$ cat config.mk
export PLATFORM = sky130hd
export DESIGN_NAME = serial_coding_path
export DESIGN_NICKNAME = d
export VERILOG_FILES = /design/src/rtl/scp_pkg.sv /design/src/rtl/scp_rst_sync.sv /design/src/rtl/scp_sync.sv /design/src/rtl/scp_lfsr.sv /design/src/rtl/scp_delay.sv /design/src/rtl/serial_coding_path.sv
export SDC_FILE = /design/constraint.sdc
export NUM_CORES = 1
export LEC_CHECK = 0
export BUFFER_PORTS_ARGS = -buffer_cell sky130_fd_sc_hd__buf_2
export CORE_MARGIN = 1.5
export CORE_UTILIZATION = 30
export CTS_CLUSTER_SIZE = 12
export DETAILED_ROUTE_END_ITERATION = 10
export SETUP_SLACK_MARGIN = 0.2
export SLEW_MARGIN = 20
export SYNTH_ARGS = -nofsm -noshare
export SYNTH_HDL_FRONTEND = slang
export SYNTH_SLANG_ARGS = --single-unit
$ cat constraint.sdc
create_clock -name clk -period 2.1 [get_ports clk]
set_input_delay 0.21 -clock clk [delete_from_list [all_inputs] [get_ports clk]]
set_output_delay 0.21 -clock clk [all_outputs]
set_load 0.02 [all_outputs]
$ cat src/rtl/scp_pkg.sv
package scp_pkg;
  localparam logic [1:0] MODE_OFF = 2'b01;
  localparam logic [1:0] MODE_ON  = 2'b11;

  // Mode fields: bit 0 set means forced, bit 1 then gives the level;
  // bit 0 clear means the external level decides.
  function automatic logic mode_resolve(input logic [1:0] mode, input logic ext);
    return mode[0] ? mode[1] : ext;
  endfunction
endpackage

$ cat src/rtl/scp_rst_sync.sv
module scp_rst_sync (
  input  logic clk,
  input  logic rst_n,
  output logic rst_n_sync
);
  logic stage_q;

  always_ff @(posedge clk or negedge rst_n) begin
    if (!rst_n) begin
      stage_q    <= 1'b0;
      rst_n_sync <= 1'b0;
    end else begin
      stage_q    <= 1'b1;
      rst_n_sync <= stage_q;
    end
  end
endmodule

$ cat src/rtl/scp_sync.sv
module scp_sync #(
  parameter int N = 2
) (
  input  logic         clk,
  input  logic         rst_n,
  input  logic [N-1:0] d,
  output logic [N-1:0] q
);
  for (genvar i = 0; i < N; i++) begin : g_bit
    logic meta_q;
    logic out_q;
    always_ff @(posedge clk or negedge rst_n) begin
      if (!rst_n) begin
        meta_q <= 1'b0;
        out_q  <= 1'b0;
      end else begin
        meta_q <= d[i];
        out_q  <= meta_q;
      end
    end
    assign q[i] = out_q;
  end
endmodule

$ cat src/rtl/scp_lfsr.sv
module scp_lfsr #(
  parameter int              W    = 7,
  parameter logic [W-1:0]    TAPS = 7'b1100000,
  parameter logic [W-1:0]    SEED = '1
) (
  input  logic clk,
  input  logic rst_n,
  input  logic en,
  output logic pn_bit
);
  logic [W-1:0] state_q, state_d;

  always_comb begin
    state_d = state_q;
    if (en) state_d = {state_q[W-2:0], ^(state_q & TAPS)};
  end

  always_ff @(posedge clk or negedge rst_n) begin
    if (!rst_n) state_q <= SEED;
    else        state_q <= state_d;
  end

  assign pn_bit = state_q[W-1];


  lfsr_nonzero_chk: assert property (@(posedge clk) disable iff (!rst_n)
    state_q != '0);

  lfsr_hold_chk: assert property (@(posedge clk) disable iff (!rst_n)
    !en |=> $stable(state_q));
endmodule

$ cat src/rtl/scp_delay.sv
module scp_delay #(
  parameter int DEPTH = 8
) (
  input  logic clk,
  input  logic rst_n,
  input  logic en,
  input  logic din,
  output logic dout
);
  logic [DEPTH-1:0] line_q, line_d;

  always_comb begin
    line_d = line_q;
    if (en) line_d = {line_q[DEPTH-2:0], din};
  end

  always_ff @(posedge clk or negedge rst_n) begin
    if (!rst_n) line_q <= '0;
    else        line_q <= line_d;
  end

  assign dout = line_q[DEPTH-1];


  delay_hold_chk: assert property (@(posedge clk) disable iff (!rst_n)
    !en |=> $stable(line_q));
endmodule

$ cat src/rtl/serial_coding_path.sv
module serial_coding_path #(
  parameter int           BYTE_BITS = 8,
  parameter int           PN_W      = 7,
  parameter logic [PN_W-1:0] PN_TAPS = 7'b1100000
) (
  input  logic       clk,
  input  logic       rst_n,
  input  logic       sdata_in,
  input  logic       data_en,
  input  logic       pin_scr,
  input  logic       pin_enc,
  input  logic [1:0] cfg_adv_mode,
  input  logic [1:0] cfg_scr_mode,
  input  logic [1:0] cfg_enc_mode,
  input  logic       cfg_scr_first,
  input  logic       cfg_enc_path,
  output logic       sdata_out,
  output logic       scr_step,
  output logic       enc_step
);
  import scp_pkg::*;

  localparam int CNT_W = (BYTE_BITS > 1) ? $clog2(BYTE_BITS) : 1;
  localparam logic [CNT_W-1:0] LAST_BIT = CNT_W'(BYTE_BITS - 1);

  logic rst_n_i;
  logic [1:0] pin_s;
  logic de_q;
  logic step, boundary;
  logic [CNT_W-1:0] cnt_q, cnt_d;
  logic scr_on_q, scr_on_d, enc_on_q, enc_on_d;
  logic out_q, out_d;
  logic pn_bit, scr_mask;
  logic enc_in, enc_dly, enc_out;

  scp_rst_sync u_rst (.clk(clk), .rst_n(rst_n), .rst_n_sync(rst_n_i));

  scp_sync #(.N(2)) u_pin_sync (
    .clk(clk), .rst_n(rst_n_i), .d({pin_enc, pin_scr}), .q(pin_s)
  );

  // Internal one-register delay on the data-enable strobe.
  always_ff @(posedge clk or negedge rst_n_i) begin
    if (!rst_n_i) de_q <= 1'b0;
    else          de_q <= data_en;
  end

  assign step     = mode_resolve(cfg_adv_mode, de_q);
  assign boundary = step && (cnt_q == LAST_BIT);
  assign scr_step = step;
  assign enc_step = step & cfg_enc_path;

  // Next-state: bit counter and byte-aligned stage enables.
  always_comb begin
    cnt_d    = cnt_q;
    scr_on_d = scr_on_q;
    enc_on_d = enc_on_q;
    if (step) cnt_d = boundary ? '0 : cnt_q + 1'b1;
    if (boundary) begin
      scr_on_d = mode_resolve(cfg_scr_mode, pin_s[0]);
      enc_on_d = mode_resolve(cfg_enc_mode, pin_s[1]);
    end
  end

  always_ff @(posedge clk or negedge rst_n_i) begin
    if (!rst_n_i) begin
      cnt_q    <= '0;
      scr_on_q <= 1'b0;
      enc_on_q <= 1'b0;
    end else begin
      cnt_q    <= cnt_d;
      scr_on_q <= scr_on_d;
      enc_on_q <= enc_on_d;
    end
  end

  scp_lfsr #(.W(PN_W), .TAPS(PN_TAPS), .SEED('1)) u_scr (
    .clk(clk), .rst_n(rst_n_i), .en(scr_step), .pn_bit(pn_bit)
  );

  assign scr_mask = scr_on_q & pn_bit;
  assign enc_in   = cfg_scr_first ? (sdata_in ^ scr_mask) : sdata_in;

  scp_delay #(.DEPTH(BYTE_BITS)) u_enc (
    .clk(clk), .rst_n(rst_n_i), .en(enc_step), .din(enc_in), .dout(enc_dly)
  );

  assign enc_out = enc_dly ^ enc_on_q;

  // Output multiplexer: bypass, scrambler first, or encoder first.
  always_comb begin
    if (!cfg_enc_path)     out_d = sdata_in ^ scr_mask;
    else if (cfg_scr_first) out_d = enc_out;
    else                    out_d = enc_out ^ scr_mask;
  end

  always_ff @(posedge clk or negedge rst_n_i) begin
    if (!rst_n_i)  out_q <= 1'b0;
    else if (step) out_q <= out_d;
  end

  assign sdata_out = out_q;


  enable_bound_chk: assert property (@(posedge clk) disable iff (!rst_n_i)
    !boundary |=> ($stable(scr_on_q) && $stable(enc_on_q)));

  out_hold_chk: assert property (@(posedge clk) disable iff (!rst_n_i)
    !scr_step |=> $stable(sdata_out));

  adv_hold_chk: assert property (@(posedge clk) disable iff (!rst_n_i)
    (cfg_adv_mode == MODE_OFF) |=> $stable(cnt_q));

  strobe_nest_chk: assert property (@(posedge clk) disable iff (!rst_n_i)
    enc_step |-> scr_step);
endmodule

==> impl_metrics.csv <==
group,metric,value,unit
status,run_status,"completed",
setup_path,cpLargestDelayFamily,"flip-flops",
clock_tree,clock_sink_count,28,
clock_tree,cts_tree,"built",
final_layout,final_layout_size_suffix_gt1_share,35.7,%
final_layout,fin_cells,160,
clock_tree,clock_path_buffers,2,
setup_path,worst-endpoint-required,1890,ps
global_route,global_route.usage.total,9.70,%
clock_tree,cts_max_level,1,
logic_synthesis,synth_top_cell_area_share,46.0,%
setup_path,crit_path_cell_trace,"mux2i_4, inv_4, nand2_4, inv_4, buf_2",
logic_synthesis,yosys_register_bits,28,
route,ant_nets,0,
route,vias_after_detailed_routing,691,
timing,skew,13.0,ps
timing,setup-tns-final,0,ps
placed_design,routabilityCongestion,0.693,
timing,fmaxAchievable,655,MHz
placed_design,post-dp-hpwl,1260,um
final_layout,num_antenna_cells,0,
route,route.detailed.wl_per_inst,10.8,um
global_route,grt_pass1_wl,3190,um
floorplanning,die_area,0.00419,sq mm
final_layout,area_growth_syn_to_layout,19.8,%
logic_synthesis,postSynthCellCount,91,
global_route,globalRouteOverflowTotal,0,
floorplanning,num_io_pins,17,
setup_path,critPathSlowestCell,"dfrtp_1",
setup_path,cp.depth,5,
setup_path,end_kind,"primary output",
setup_path,critPathBufInv,3,
placed_design,dpl.cell_count,155,
route,firstDrtPassIters,3,
power,powerDensity,1200,mW/mm^2
clock_tree,clk_pin_slew,100,ps
timing,hold_viol,0,
setup_path,startpoint_type,"register",
route,viasPerCell,4.32,
timing,final_worst_path_period_share,72.7,%
floorplanning,chipWidth,64.7,um
setup_path,crit_fanout,16,
setup_path,path_class,"reg -> out",
final_layout,nets,129,
clock_tree,postCtsResizedCells,0,
clock_tree,cts_buffers,3,
logic_synthesis,ys_top_cells_by_area,"dfrtp_1, dfstp_2, mux2_4",
timing,drv_slew,0,
global_route,maximum_number_of_pins_on_one_net_before_global_route_repair,27,
logic_synthesis,synth-warning-count,0,
floorplanning,coreArea,0.00366,sq mm
final_layout,final_common_cell,"nand2_1",
logic_synthesis,mean_instance_size_in_the_synthesized_netlist,12.6,sq um
setup_path,worstRegToRegCells,5,
run,max-cap-violations,0,
logic_synthesis,yosysUniqueCellTypes,23,
logic_synthesis,netlist_area,0.00114,sq mm
setup_path,worstPathArrival,1320,ps
power,leakage,0.643,nW
global_route,antenna_found_initial,0,
logic_synthesis,synth_seq_area_share,62.1,%
floorplanning,placement_rows,22,
route,drt_first_iter_violations,14,
floorplanning,floorplan.initialDensity,31.2,%
logic_synthesis,postSynthNetCount,107,
setup_path,cp_slowest_stage_delay,410,ps
clock_tree,clkLatencyLatePin,270,ps
timing,setup_viol,0,
route,wirelength,1740,um
global_route,grt_pass1_vias,695,
setup_path,critical_path.most_common_cell,"inv_4",
power,vdd.ir_drop.worst,509,uV
timing,period_needed,1530,ps
floorplanning,fp.dieH,64.7,um
worst_hold_path,worstHoldPathType,"in -> reg",
route,remaining_drc_errors,0,
placed_design,io_buffers,16,
clock_tree,clockRootBuffer,"clkbuf_8",
worst_hold_path,timing.hold.worst_path_depth,1,
logic_synthesis,synth_top_area_cell,"dfrtp_1",
timing,grt_setup_unrepaired,"no",
final_layout,mostFrequentLayoutCells,"nand2_1, dfrtp_1, buf_2",
-- sequential cells by signal (all words and copies together), names as in the netlist --
register / count
u_pin_sync.g_bit.out_q: 2
u_rst.stage_q: 1
scr_on_q: 1
u_rst.rst_n_sync: 1
cnt_q: 3
u_pin_sync.g_bit.meta_q: 2
u_enc.line_q: 8
enc_on_q: 1
de_q: 1
sdata_out: 1
u_scr.state_q: 7
-- path summary, 6_finish.rpt --
kind / startpoint / to / slack (ps)
worst max register to register: de_q$_DFF_PN0_ / u_enc.line_q[1]$_DFFE_PN0P_ / 810
min in group asynchronous: u_rst.rst_n_sync$_DFF_PN0_ / u_enc.line_q[0]$_DFFE_PN0P_ / 220
worst max-delay path: de_q$_DFF_PN0_ / enc_step / 570
worst min register to register: u_rst.rst_n_sync$_DFF_PN0_ / u_enc.line_q[0]$_DFFE_PN0P_ / 220
max in group asynchronous: u_rst.rst_n_sync$_DFF_PN0_ / u_scr.state_q[2]$_DFFE_PN1P_ / 1580
worst min-delay path: data_en / de_q$_DFF_PN0_ / 40
-- through the flow --
stage / power (mW) / hold slack [ps] / utilization, % / setup slack, ps / instance area (sq um)
after global routing: 1.76 / 24.7 / 37.4 / 497 / 1370
after global placement: 1.23 / -4.76 / 35.2 / 803 / 1290
final: 1.64 / 38.4 / 37.4 / 572 / 1370
after floorplan: 1.15 / -85.6 / - / 870 / 1140
after detailed placement: 1.25 / -2.51 / 35.2 / 781 / 1290
after CTS: 1.67 / 35.4 / 37.4 / 554 / 1370
-- logic make-up (layout without fill, tap and decap cells) --
group / after synthesis / in the layout / share of synthesized area [%]
AOI/OAI and AO/OA: 11 / 11 / 5.91
xor gates and xnor gates: 4 / 4 / 3.07
adders and majority gates: 2 / 2 / 2.19
buffers and inverters: 4 / 25 / 1.97
DFF: 28 / 28 / 62.1
muxes: 10 / 10 / 12.6
other: 1 / 1 / 0.328
and+or+nand+nor: 31 / 31 / 11.8
-- cell type report --
type	count	area (sq um)
fillers	358	2290
flip-flops and latches	28	709
multi-input cells	59	410
repair buffers	19	105
well taps	48	60.1
clock buffers	3	41.3
clock inverters	1	30.0
inverters	2	12.5
-- where the power goes --
part / internal (mW) / switching (mW) / leakage, nW
logic: 0.212 / 0.156 / 0.291
registers: 0.745 / 0.114 / 0.316
clock network: 0.255 / 0.162 / 0.0357
total: 1.21 / 0.432 / 0.643
-- Yosys cell counts (all sizes together) --
master  number
nor3         1
ha           2
a21oi        4
a21o         2
nand3        2
dfstp        7
xor2         1
nor2         1
mux2i        3
buf          2
nand3b       2
xnor2        3
inv          2
o21ai        1
a211oi       2
dfrtp       21
nand2       25
conb         1
a31oi        2
mux2         7
-- worst reg2reg max path: stages, from the launching register on --
cell	delay, ps
dfrtp_1	410
mux2i_4	180
inv_4	120
nand2_4	100
inv_4	70
mux2_4	300
-- per-layer routing --
metal	vias up	global-route usage, %	part of all wire [%]
li1	342	-	-
met1	332	13.0	49
met2	15	15.3	45
met3	2	3.47	5.6
met4	0	1.60	0.58
met5	-	0	0
-- what timing repair did --
action	4_1_cts	5_1_grt
setup buffers	0	0
hold endpoints to repair	2	0
hold buffers	1	0
No activity file was read; power rests on OpenSTA's default activity.
